File: config.mk
export PLATFORM = sky130hd
export DESIGN_NAME = irq_steer_agg
export DESIGN_NICKNAME = d
export VERILOG_FILES = /design/src/rtl/irq_steer_pkg.sv /design/src/rtl/irq_steer_regfile.sv /design/src/rtl/irq_steer_group.sv /design/src/rtl/irq_steer_agg.sv
export SDC_FILE = /design/constraint.sdc
export NUM_CORES = 1
export LEC_CHECK = 0
export ABC_AREA = 1
export BUFFER_PORTS_ARGS = -buffer_cell sky130_fd_sc_hd__buf_2
export CAP_MARGIN = 20
export CORE_ASPECT_RATIO = 0.5
export CORE_MARGIN = 2
export CORE_UTILIZATION = 45
export DETAILED_ROUTE_END_ITERATION = 10
export MAX_ROUTING_LAYER = met4
export PLACE_DENSITY_LB_ADDON = 0.12
export REMOVE_ABC_BUFFERS = 1
export SLEW_MARGIN = 20
export SYNTH_ARGS = -nofsm -noshare
export SYNTH_HDL_FRONTEND = slang
export SYNTH_SLANG_ARGS = --single-unit
File: constraint.sdc
create_clock -name clk_i -period 5.8 [get_ports clk_i]
set_input_delay 1.45 -clock clk_i [delete_from_list [all_inputs] [get_ports clk_i]]
set_output_delay 1.45 -clock clk_i [all_outputs]
set_load 0.02 [all_outputs]
File: src/rtl/irq_steer_pkg.sv
package irq_steer_pkg;

  typedef enum logic [2:0] {
    REG_CTRL,
    REG_EN,
    REG_FORCE,
    REG_STAT,
    REG_GDIS,
    REG_MSTAT,
    REG_NONE
  } reg_region_e;

  typedef struct packed {
    reg_region_e region;
    logic [5:0]  idx;
  } reg_sel_t;

  // Word map: 0 control, 1..R enable, R+1..2R force, 2R+1..3R status,
  // 3R+1 group disable, 3R+2 master status.
  function automatic reg_sel_t decode_word(input int unsigned w, input int unsigned r);
    reg_sel_t s;
    s.region = REG_NONE;
    s.idx    = '0;
    if (w == 0) begin
      s.region = REG_CTRL;
    end else if (w <= r) begin
      s.region = REG_EN;
      s.idx    = 6'(w - 1);
    end else if (w <= 2 * r) begin
      s.region = REG_FORCE;
      s.idx    = 6'(w - 1 - r);
    end else if (w <= 3 * r) begin
      s.region = REG_STAT;
      s.idx    = 6'(w - 1 - 2 * r);
    end else if (w == 3 * r + 1) begin
      s.region = REG_GDIS;
    end else if (w == 3 * r + 2) begin
      s.region = REG_MSTAT;
    end
    return s;
  endfunction

endpackage

File: src/rtl/irq_steer_regfile.sv
module irq_steer_regfile
  import irq_steer_pkg::*;
#(
  parameter int NUM_IRQ  = 128,
  parameter int NUM_CHAN = 4,
  parameter int NUM_GRP  = 2,
  parameter int ADDR_W   = 6
) (
  input  logic                clk_i,
  input  logic                rst_i,
  input  logic                bus_en_i,
  input  logic                bus_we_i,
  input  logic [ADDR_W-1:0]   bus_addr_i,
  input  logic [31:0]         bus_wdata_i,
  input  logic [NUM_IRQ-1:0]  status_i,
  input  logic [NUM_GRP-1:0]  mstat_i,
  output logic [NUM_IRQ-1:0]  en_o,
  output logic [NUM_IRQ-1:0]  force_o,
  output logic [NUM_CHAN-1:0] ctrl_o,
  output logic [NUM_GRP-1:0]  gdis_o,
  output logic [31:0]         rdata_o
);

  localparam int WORDS = NUM_IRQ / 32;
  localparam logic [31:0] CHAN_FIELD = (32'd1 << NUM_CHAN) - 32'd1;

  logic [WORDS-1:0][31:0] en_q;
  logic [WORDS-1:0][31:0] force_q;
  logic [WORDS-1:0][31:0] stat_w;
  logic [NUM_CHAN-1:0]    ctrl_q;
  logic [NUM_GRP-1:0]     gdis_q;
  logic [31:0]            rdata_q;
  logic [31:0]            rd_val;
  reg_sel_t               sel;
  logic                   wr_req;
  logic                   rd_req;
  logic                   ctrl_ok;

  assign sel     = decode_word(32'(bus_addr_i), WORDS);
  assign wr_req  = bus_en_i && bus_we_i;
  assign rd_req  = bus_en_i && !bus_we_i;
  assign ctrl_ok = ($countones(bus_wdata_i) == 1) && ((bus_wdata_i & ~CHAN_FIELD) == 32'd0);

  // Reversed numbering: word n holds the inputs of block WORDS-1-n.
  for (genvar n = 0; n < WORDS; n++) begin : g_map
    assign en_o[32*(WORDS-1-n) +: 32]    = en_q[n];
    assign force_o[32*(WORDS-1-n) +: 32] = force_q[n];
    assign stat_w[n]                     = status_i[32*(WORDS-1-n) +: 32];
  end

  always_ff @(posedge clk_i) begin
    if (rst_i) begin
      en_q    <= '0;
      force_q <= '0;
      ctrl_q  <= '0;
      gdis_q  <= '0;
    end else if (wr_req) begin
      case (sel.region)
        REG_CTRL: if (ctrl_ok) ctrl_q <= bus_wdata_i[NUM_CHAN-1:0];
        REG_EN: begin
          for (int n = 0; n < WORDS; n++)
            if (sel.idx == 6'(n)) en_q[n] <= bus_wdata_i;
        end
        REG_FORCE: begin
          for (int n = 0; n < WORDS; n++)
            if (sel.idx == 6'(n)) force_q[n] <= bus_wdata_i;
        end
        REG_GDIS: gdis_q <= bus_wdata_i[NUM_GRP-1:0];
        default: ;
      endcase
    end
  end

  always_comb begin
    rd_val = '0;
    case (sel.region)
      REG_CTRL: rd_val[NUM_CHAN-1:0] = ctrl_q;
      REG_EN: begin
        for (int n = 0; n < WORDS; n++)
          if (sel.idx == 6'(n)) rd_val = en_q[n];
      end
      REG_FORCE: begin
        for (int n = 0; n < WORDS; n++)
          if (sel.idx == 6'(n)) rd_val = force_q[n];
      end
      REG_STAT: begin
        for (int n = 0; n < WORDS; n++)
          if (sel.idx == 6'(n)) rd_val = stat_w[n];
      end
      REG_GDIS:  rd_val[NUM_GRP-1:0] = gdis_q;
      REG_MSTAT: rd_val[NUM_GRP-1:0] = mstat_i;
      default: ;
    endcase
  end

  always_ff @(posedge clk_i) begin
    if (rst_i)       rdata_q <= '0;
    else if (rd_req) rdata_q <= rd_val;
  end

  assign ctrl_o  = ctrl_q;
  assign gdis_o  = gdis_q;
  assign rdata_o = rdata_q;

  p_ctrl_onehot_r7: assert property (@(posedge clk_i) disable iff (rst_i)
    $onehot0(ctrl_q));

  p_unmapped_zero_r8: assert property (@(posedge clk_i) disable iff (rst_i)
    (rd_req && sel.region == REG_NONE) |=> (rdata_q == 32'd0));

  p_stat_write_ignored_r3: assert property (@(posedge clk_i) disable iff (rst_i)
    (wr_req && sel.region == REG_STAT) |=> ($stable(en_q) && $stable(force_q)
                                            && $stable(ctrl_q) && $stable(gdis_q)));

  p_read_holds_r9: assert property (@(posedge clk_i) disable iff (rst_i)
    (!rd_req) |=> $stable(rdata_q));

endmodule

File: src/rtl/irq_steer_group.sv
module irq_steer_group #(
  parameter int GRP_W    = 64,
  parameter int NUM_CHAN = 4
) (
  input  logic                clk_i,
  input  logic                rst_i,
  input  logic [GRP_W-1:0]    pend_i,
  input  logic                gdis_i,
  input  logic [NUM_CHAN-1:0] chan_i,
  output logic                any_o,
  output logic [NUM_CHAN-1:0] line_o
);

  logic [NUM_CHAN-1:0] line_q;

  assign any_o = |pend_i;

  always_ff @(posedge clk_i) begin
    if (rst_i)                  line_q <= '0;
    else if (any_o && !gdis_i)  line_q <= chan_i;
    else                        line_q <= '0;
  end

  assign line_o = line_q;

  p_line_needs_pending_r5: assert property (@(posedge clk_i) disable iff (rst_i)
    (|line_q) |-> $past(any_o && !gdis_i));

  p_gdis_silences_r10: assert property (@(posedge clk_i) disable iff (rst_i)
    gdis_i |=> (line_q == '0));

  p_line_one_channel_r7: assert property (@(posedge clk_i) disable iff (rst_i)
    $onehot0(line_q));

endmodule

File: src/rtl/irq_steer_agg.sv
module irq_steer_agg
  import irq_steer_pkg::*;
#(
  parameter int NUM_IRQ  = 128,
  parameter int NUM_CHAN = 4,
  parameter int ADDR_W   = 6,
  parameter int NUM_GRP  = (NUM_IRQ + 63) / 64
) (
  input  logic                        clk_i,
  input  logic                        rst_i,
  input  logic [NUM_IRQ-1:0]          irq_i,
  input  logic                        bus_en_i,
  input  logic                        bus_we_i,
  input  logic [ADDR_W-1:0]           bus_addr_i,
  input  logic [31:0]                 bus_wdata_i,
  output logic [31:0]                 bus_rdata_o,
  output logic [NUM_CHAN*NUM_GRP-1:0] irq_o
);

  logic [NUM_IRQ-1:0]  irq_q;
  logic [NUM_IRQ-1:0]  en;
  logic [NUM_IRQ-1:0]  force_bits;
  logic [NUM_IRQ-1:0]  status;
  logic [NUM_CHAN-1:0] ctrl;
  logic [NUM_GRP-1:0]  gdis;
  logic [NUM_GRP-1:0]  mstat;

  always_ff @(posedge clk_i) begin
    if (rst_i) irq_q <= '0;
    else       irq_q <= irq_i;
  end

  assign status = (irq_q | force_bits) & en;

  irq_steer_regfile #(
    .NUM_IRQ (NUM_IRQ),
    .NUM_CHAN(NUM_CHAN),
    .NUM_GRP (NUM_GRP),
    .ADDR_W  (ADDR_W)
  ) regs_i (
    .clk_i      (clk_i),
    .rst_i      (rst_i),
    .bus_en_i   (bus_en_i),
    .bus_we_i   (bus_we_i),
    .bus_addr_i (bus_addr_i),
    .bus_wdata_i(bus_wdata_i),
    .status_i   (status),
    .mstat_i    (mstat),
    .en_o       (en),
    .force_o    (force_bits),
    .ctrl_o     (ctrl),
    .gdis_o     (gdis),
    .rdata_o    (bus_rdata_o)
  );

  for (genvar g = 0; g < NUM_GRP; g++) begin : g_grp
    localparam int LO = 64 * g;
    localparam int GW = (NUM_IRQ - LO > 64) ? 64 : (NUM_IRQ - LO);
    logic [NUM_CHAN-1:0] line;

    irq_steer_group #(
      .GRP_W   (GW),
      .NUM_CHAN(NUM_CHAN)
    ) grp_i (
      .clk_i (clk_i),
      .rst_i (rst_i),
      .pend_i(status[LO +: GW]),
      .gdis_i(gdis[g]),
      .chan_i(ctrl),
      .any_o (mstat[g]),
      .line_o(line)
    );

    for (genvar c = 0; c < NUM_CHAN; c++) begin : g_chan
      assign irq_o[c*NUM_GRP+g] = line[c];
    end
  end

  p_reset_quiet_r1: assert property (@(posedge clk_i) disable iff (rst_i)
    $fell(rst_i) |-> (irq_o == '0));

  p_no_line_without_chan_r7: assert property (@(posedge clk_i) disable iff (rst_i)
    ($past(ctrl) == '0) |-> (irq_o == '0));

endmodule

Word-level counts from Yosys, hierarchy flattened
Index checks and enable logic that the tools add are counted.
- $add $sub $neg: 34
- order comparisons: 3
- equal/unequal tests: 11
- multiplexer cells: 23
- bitwise operators: 4
- reductions and logical operators: 26
- operators by type and width (operator ; number):
    adder 32 bit ; 15
    two-way mux 32 bit ; 12
    bitwise AND 128 bit ; 1
    bitwise OR 128 bit ; 1
    OR reduction 64 bit ; 2
    case mux 28 bit (3 select lines) ; 1
    adder 1 x 1 -> 2 bit ; 16
    equality test 32 x 2 -> 1 bit, second input constant ; 1
    logical NOT 32 bit ; 1
    AND reduction 3 bit ; 9
    two-way mux 9 bit ; 2
    equality test 6 x 2 -> 1 bit, second input constant ; 2
    equality test 6 x 4 -> 1 bit, second input constant ; 2
    <= comparator 6 x 4 -> 1 bit, second input constant ; 2
    logical NOT 6 bit ; 2
    two-way mux 6 bit ; 2
    case mux 2 bit (6 select lines) ; 1
    case mux 2 bit (4 select lines) ; 1
    equality test 3 x 2 -> 1 bit, second input constant ; 2
    equality test 3 bit, second input constant ; 2
    equality test 6 x 1 -> 1 bit, second input constant ; 1
    <= comparator 6 x 3 -> 1 bit, second input constant ; 1
    two-way mux 3 bit ; 2
    subtractor 6 x 1 -> 6 bit, second input constant ; 1
    other kinds (10) ; 19
- bits in registers: 430
- input bits: 170
- output and inout bits: 40
- word-level logic and storage cells: 115

Longest topological paths before layout
- word-level depth: 13
- mapped depth: 25
- gate-level depth less buffers: 23

Cells and area by module
From an unflattened synthesis, not the netlist that was laid out.
- cell total of the unflattened synthesis: 3132
- area total of the unflattened synthesis: 20739.9 um^2
- by module, submodules not included (module ; instances ; cells an instance ; area each (um^2) ; seq. area each (um^2)):
    irq_steer_regfile ; 1 ; 2196 ; 14908.0 ; 5885.6
    irq_steer_agg ; 1 ; 782 ; 5118.7 ; 2562.5
    irq_steer_group ; 2 ; 77 ; 356.6 ; 80.1

Least setup slack after synthesis
No wires, ideal clock.
- path kind: input to register
- from: input bus_wdata_i[6]
- to: register regs_i.ctrl_q[0], in the netlist regs_i.ctrl_o[0]
- setup time: 0.134 ns
- arrival time: 5.727 ns
- data required time: 5.666 ns
- slack: -0.061 ns
- stages: 18
- buffers on the path: 0
- cells stage by stage: inv_1 > ha_1 > inv_1 > fa_1 > fa_1 > fa_1 > fa_1 > fa_1 > inv_1 > ha_1 > inv_1 > fa_1 > nor2_1 > nand2_1 > a2111oi_0 > nand3_1 > nor2_1 > a211oi_1
- word-level cells in the longest chain between the ends: 8
- elaborated cells on any way between the ends: 9
- classes of those cells: add/sub: 5; eq/ne: 1; reduce/logical: 3
- ends and longest elaborated chain (item ; RTL line ; source):
    start: declaration ; irq_steer_agg.sv:15 ; input logic [31:0] bus_wdata_i,
    adder 1 x 1 -> 2 bit (not written as such) ; irq_steer_regfile.sv:42 ; assign ctrl_ok = ($countones(bus_wdata_i) == 1) && ((bus_wdata_i & ~CHAN_FIELD) == 32'd0);
    adder 32 bit (not written as such) (4 in series) ; irq_steer_regfile.sv:42 ;
    equality test 32 x 2 -> 1 bit ; irq_steer_regfile.sv:42 ;
    logical AND 1 bit (*) ; irq_steer_regfile.sv:42 ;
    AND reduction 3 bit (no source line) (*) ; -- ;
    end signal: assignment ; irq_steer_regfile.sv:59 ; REG_CTRL: if (ctrl_ok) ctrl_q <= bus_wdata_i[NUM_CHAN-1:0];
    end: declaration ; irq_steer_regfile.sv:30 ; logic [NUM_CHAN-1:0] ctrl_q;
Every way passes the cells marked *; elsewhere a longest branch is shown, timed or not.
A chain may end at the register's enable or synchronous reset.

Worst setup path in the final report
- from: input bus_wdata_i[20]
- to: register regs_i.ctrl_q[3], in the netlist regs_i.ctrl_o[3]
The elaborated chain is that of the path after synthesis.

==> run summary <==
STATUS
-------------------------------------------------------------------------------------------------
Result of the run                                                                       completed

POWER
-------------------------------------------------------------------------------------------------
Tot Pwr                                                                                  7.270 mW
Leakage power summed over all cells                                                      11.82 nW
Power per Cell Area                                                                  297.9 nW/um^2
Worst-case vdd ir drop                                                                   209.0 uV

FLOORPLANNING
-------------------------------------------------------------------------------------------------
Boundary pin count                                                                            210
Floorplan Core Area                                                                    45690 um^2
Die area                                                                               48690 um^2
Vertical die dimension                                                                   157.0 um
Number of placement rows                                                                       55
Horizontal die dimension                                                                 310.1 um
Starting utilization of the core area                                                      0.4613

CLOCKING
-------------------------------------------------------------------------------------------------
Number of levels in the clock H-tree                                                            2
Largest buffer count on any clock path                                                          3
CTS hold repair buffers                                                                         0
CTS Buf Count                                                                                  41
Clock transition at the registers of the reported paths                                   0.07 ns
Clock latency of the later-clocked register in the worst-skew pair                        0.59 ns
CTS tree                                                                                    built
Total number of clock tree sinks                                                              430
Clk Tree Root Cell                                                                   sky130_fd_sc_hd__clkbuf_16

GRT
-------------------------------------------------------------------------------------------------
Total global-route track usage                                                             0.2925
Maximum number of pins on one net before global-route repair                                  164
First-pass GRT wire length                                                               105.2 mm
Vias in the first global route                                                             17.99k
Initial antenna violation count                                                                 1
Global route overflow                                                                           0

YOSYS
-------------------------------------------------------------------------------------------------
Warning count from the yosys run                                                                0
Share of async-settable or async-resettable flops after synthesis                               0
Share of synthesized cell area in full adder, half adder and majority cells               0.05082
Cells after synthesis                                                                        3102
Post-synthesis cell area                                                               21080 um^2
Area fraction in compound gates after synthesis                                            0.1814
Flop and latch count out of synthesis                                                         430
Multiplexer fraction of the synthesized cell area                                               0
Combinational family with the most area after synthesis                              simple AND/OR/NAND/NOR gates
Register area share after synthesis                                                        0.4084
Number of enable-type register cells in the synthesized netlist                                 0
Syn_area_per_cell                                                                      6.794 um^2
Parity-gate share of the synthesized area counting xor and xnor cells                   0.0008311
Area fraction in and, or, nand and nor cells after synthesis                               0.2220
Number of distinct library cell variants in the gate-level netlist after synthesis             36
Most frequently used flop master after synthesis                                     sky130_fd_sc_hd__dfxtp_1

PLACED DESIGN
-------------------------------------------------------------------------------------------------
HPWL after detailed placement                                                            47.04 mm
Global placement routability congestion                                                    0.9147
Quantity of I/O buffers inserted on ports                                                     209

STA
-------------------------------------------------------------------------------------------------
Post-route clock period utilization                                                        0.9725
Final count of hold timing violations                                                           0
Maximum clock rate                                                                      177.3 MHz
Post-layout min period                                                                   5.640 ns
Slew HR                                                                                    0.2615
Transition time at the pin with the least slew margin                                    1.098 ns
Setup Total Neg Slack                                                                        0 ns
Final-report max-slew violation count                                                           0
Worst setup skew after layout                                                          0.03406 ns
Setup violations, final                                                                         0
Setup repair after global routing missed its margin                                           yes

LAYOUT
-------------------------------------------------------------------------------------------------
Fill cells                                                                                   4635
Multi-input combinational cell area                                                     9712 um^2
Share of final-layout standard cells stronger than drive strength 1                        0.1328
Layout Area Growth over Synthesis                                                          15.79%
Number of antenna diodes                                                                        0
Net count, final                                                                             3489
Register cell area after layout                                                         8608 um^2

SETUP PATH
-------------------------------------------------------------------------------------------------
Crit Reg-Reg Startpoint                                                              regs_i.force_o[126]
Critical Path RT                                                                          6.21 ns
Worst reg-to-reg setup slack                                                              2.28 ns
Standard cell with the maximum stage delay on the critical path                      sky130_fd_sc_hd__fa_1
CP Buf/Inv Count                                                                                6
Delay contributed by the slowest stage of the critical path                               0.56 ns
Endpoint type of the worst setup path                                                   flip-flop
Type of the worst setup path                                                         primary input to flip-flop
Most common cell on crit path                                                        sky130_fd_sc_hd__inv_1
R2R cell count                                                                                  8
Type of origin of the critical path                                                  primary input
List of cells traversed by the critical path                                         buf_2, inv_1, ha_1, inv_1, fa_2, fa_1, fa_2, fa_1, fa_1, inv_1, ha_2, inv_1, fa_2, nand4_1, nor4_2, nand3_1, buf_6, nor2_4, a211oi_2
Critical path arrival                                                                     6.05 ns
CP top delay family                                                                   adder cells
Top fanout value on the critical path                                                           8
Reg-to-reg critical path endpoint                                                    regs_i.rdata_o[1]
Crit path from                                                                       bus_wdata_i[20]

WORST HOLD PATH
-------------------------------------------------------------------------------------------------
Hold path start                                                                      regs_i.force_o[29]
Worst Hold Class                                                                     flip-flop to flip-flop
Count of cells along the worst hold path                                                        2
Worst Hold Endpoint                                                                  regs_i.force_o[29]

ROUTING
-------------------------------------------------------------------------------------------------
DR DRC count                                                                                    0
Number of DRC markers after the initial detailed-route iteration                             1852
Count of nets left with antenna violations after detail routing                                 0
Average wire per standard cell                                                           17.85 um
Number of search-and-repair iterations in the first detailed-routing pass                       6
Via count                                                                                  20.07k
Total Wirelength                                                                         69.77 mm
Number of vias per cell                                                                     5.135

JOB
-------------------------------------------------------------------------------------------------
Max cap viols                                                                                   0

[power by group]
part	switching, mW	leakage [nW]	total (mW)	internal (mW)
Sequential	0.0272	3.50	3.04	3.02
Combinational	0.761	7.59	1.26	0.496
Clock	1.25	0.729	2.97	1.71
[layer usage]
metal  vias up  track usage  routed length (um)
li1      10070            -                   -
met2       723       0.4320               29470
met3        78      0.05076                6179
met5         -            -                   0
met1      9206       0.4211               33110
met4         0      0.05222                1015
[cells in the final DEF (no fill, tap or decap), drive strengths merged, types with 6 or more instances in the layout]
cell type	instances
nor4	8
o21ai	473
a21oi	265
clkbuf	59
or2	28
buf	277
bufinv	6
nand3	148
inv	562
nand2	607
dfxtp	430
fa	26
ha	44
nor2	259
nand4	65
clkinv	9
[tightest hold or removal path, stage by stage, from the launching register on]
cell and delay [ns]:
sky130_fd_sc_hd__dfxtp_1 0.31, sky130_fd_sc_hd__inv_1 0.05, sky130_fd_sc_hd__a21oi_1 0.05
[sequential cells by signal (all words and copies together), names as in the netlist]
| signal | count |
|---|---|
| regs_i.en_o | 128 |
| regs_i.force_o | 128 |
| regs_i.ctrl_o | 4 |
| g_grp.grp_i.line_o | 8 |
| regs_i.gdis_o | 2 |
| irq_q | 128 |
| regs_i.rdata_o | 32 |
[cell type report]
| type | count | area share |
|---|---|---|
| multi-input cells | 1939 | 0.3980 |
| flip-flops and latches | 430 | 0.3527 |
| inverters | 558 | 0.08614 |
| repair buffers | 279 | 0.07101 |
| clock buffers | 57 | 0.04861 |
| well taps | 627 | 0.03215 |
| clock inverters | 19 | 0.01138 |
[cell families after synthesis]
kind of cell             after synthesis
flip-flops                           430
adder cells (fa/ha/maj)               70
AO/OA/AOI/OAI                        752
AND/OR/NAND/NOR                     1115
buffers and inverters                733
XOR/XNOR                               2
[per-stage QoR]
stage	hold WS, ns	cells	instance area [um^2]	worst slack (ns)	utilization
after floorplan	0.4323	2927	20290	-0.3471	-
after global placement	0.4397	3830	22770	-0.6440	0.4982
after detailed placement	0.4439	3830	22770	-0.6630	0.4982
after CTS	0.4545	3906	24240	0.01842	0.5305
after global routing	0.4743	3909	24400	-0.007014	0.5341
final	0.4533	3909	24400	0.1597	0.5341
[synthesized netlist by cell type, types with 4 or more instances]
master | n | share of area
sky130_fd_sc_hd__a211oi_1 | 4 | 0.0014
sky130_fd_sc_hd__inv_1 | 545 | 0.097
sky130_fd_sc_hd__inv_2 | 12 | 0.0021
sky130_fd_sc_hd__a21oi_1 | 264 | 0.063
sky130_fd_sc_hd__ha_1 | 44 | 0.026
sky130_fd_sc_hd__nand3_1 | 147 | 0.035
sky130_fd_sc_hd__nor2_2 | 4 | 0.0012
sky130_fd_sc_hd__nand4_1 | 65 | 0.019
sky130_fd_sc_hd__dfxtp_1 | 430 | 0.41
sky130_fd_sc_hd__o21ai_1 | 79 | 0.019
sky130_fd_sc_hd__nor4_1 | 8 | 0.0024
sky130_fd_sc_hd__nand2_2 | 7 | 0.0021
sky130_fd_sc_hd__o2111ai_1 | 4 | 0.0017
sky130_fd_sc_hd__clkbuf_1 | 108 | 0.019
sky130_fd_sc_hd__buf_4 | 14 | 0.0050
sky130_fd_sc_hd__buf_2 | 42 | 0.010
sky130_fd_sc_hd__o21ai_0 | 393 | 0.093
sky130_fd_sc_hd__nor2_1 | 252 | 0.045
sky130_fd_sc_hd__fa_1 | 26 | 0.025
sky130_fd_sc_hd__buf_1 | 8 | 0.0014
sky130_fd_sc_hd__or2_2 | 26 | 0.0077
sky130_fd_sc_hd__nand2_1 | 600 | 0.11
[worst max-delay path by stage]
stage / slack (ns) / to / cells past startpoint
finish: 0.16 / regs_i.ctrl_o[3] / 19
global route: -0.007 / regs_i.ctrl_o[1] / 19
CTS: 0.02 / regs_i.ctrl_o[0] / 19
detailed placement: -0.66 / regs_i.ctrl_o[0] / 19
global placement: -0.64 / regs_i.ctrl_o[0] / 20
floorplan: -0.35 / regs_i.force_o[118] / 17
[timing repair]
item	in CTS	in global routing
setup buffers	0	1
setup endpoints to repair	4	4
gates resized for setup	3	44
pin swaps	0	17
(Power assumes the default switching activity.)
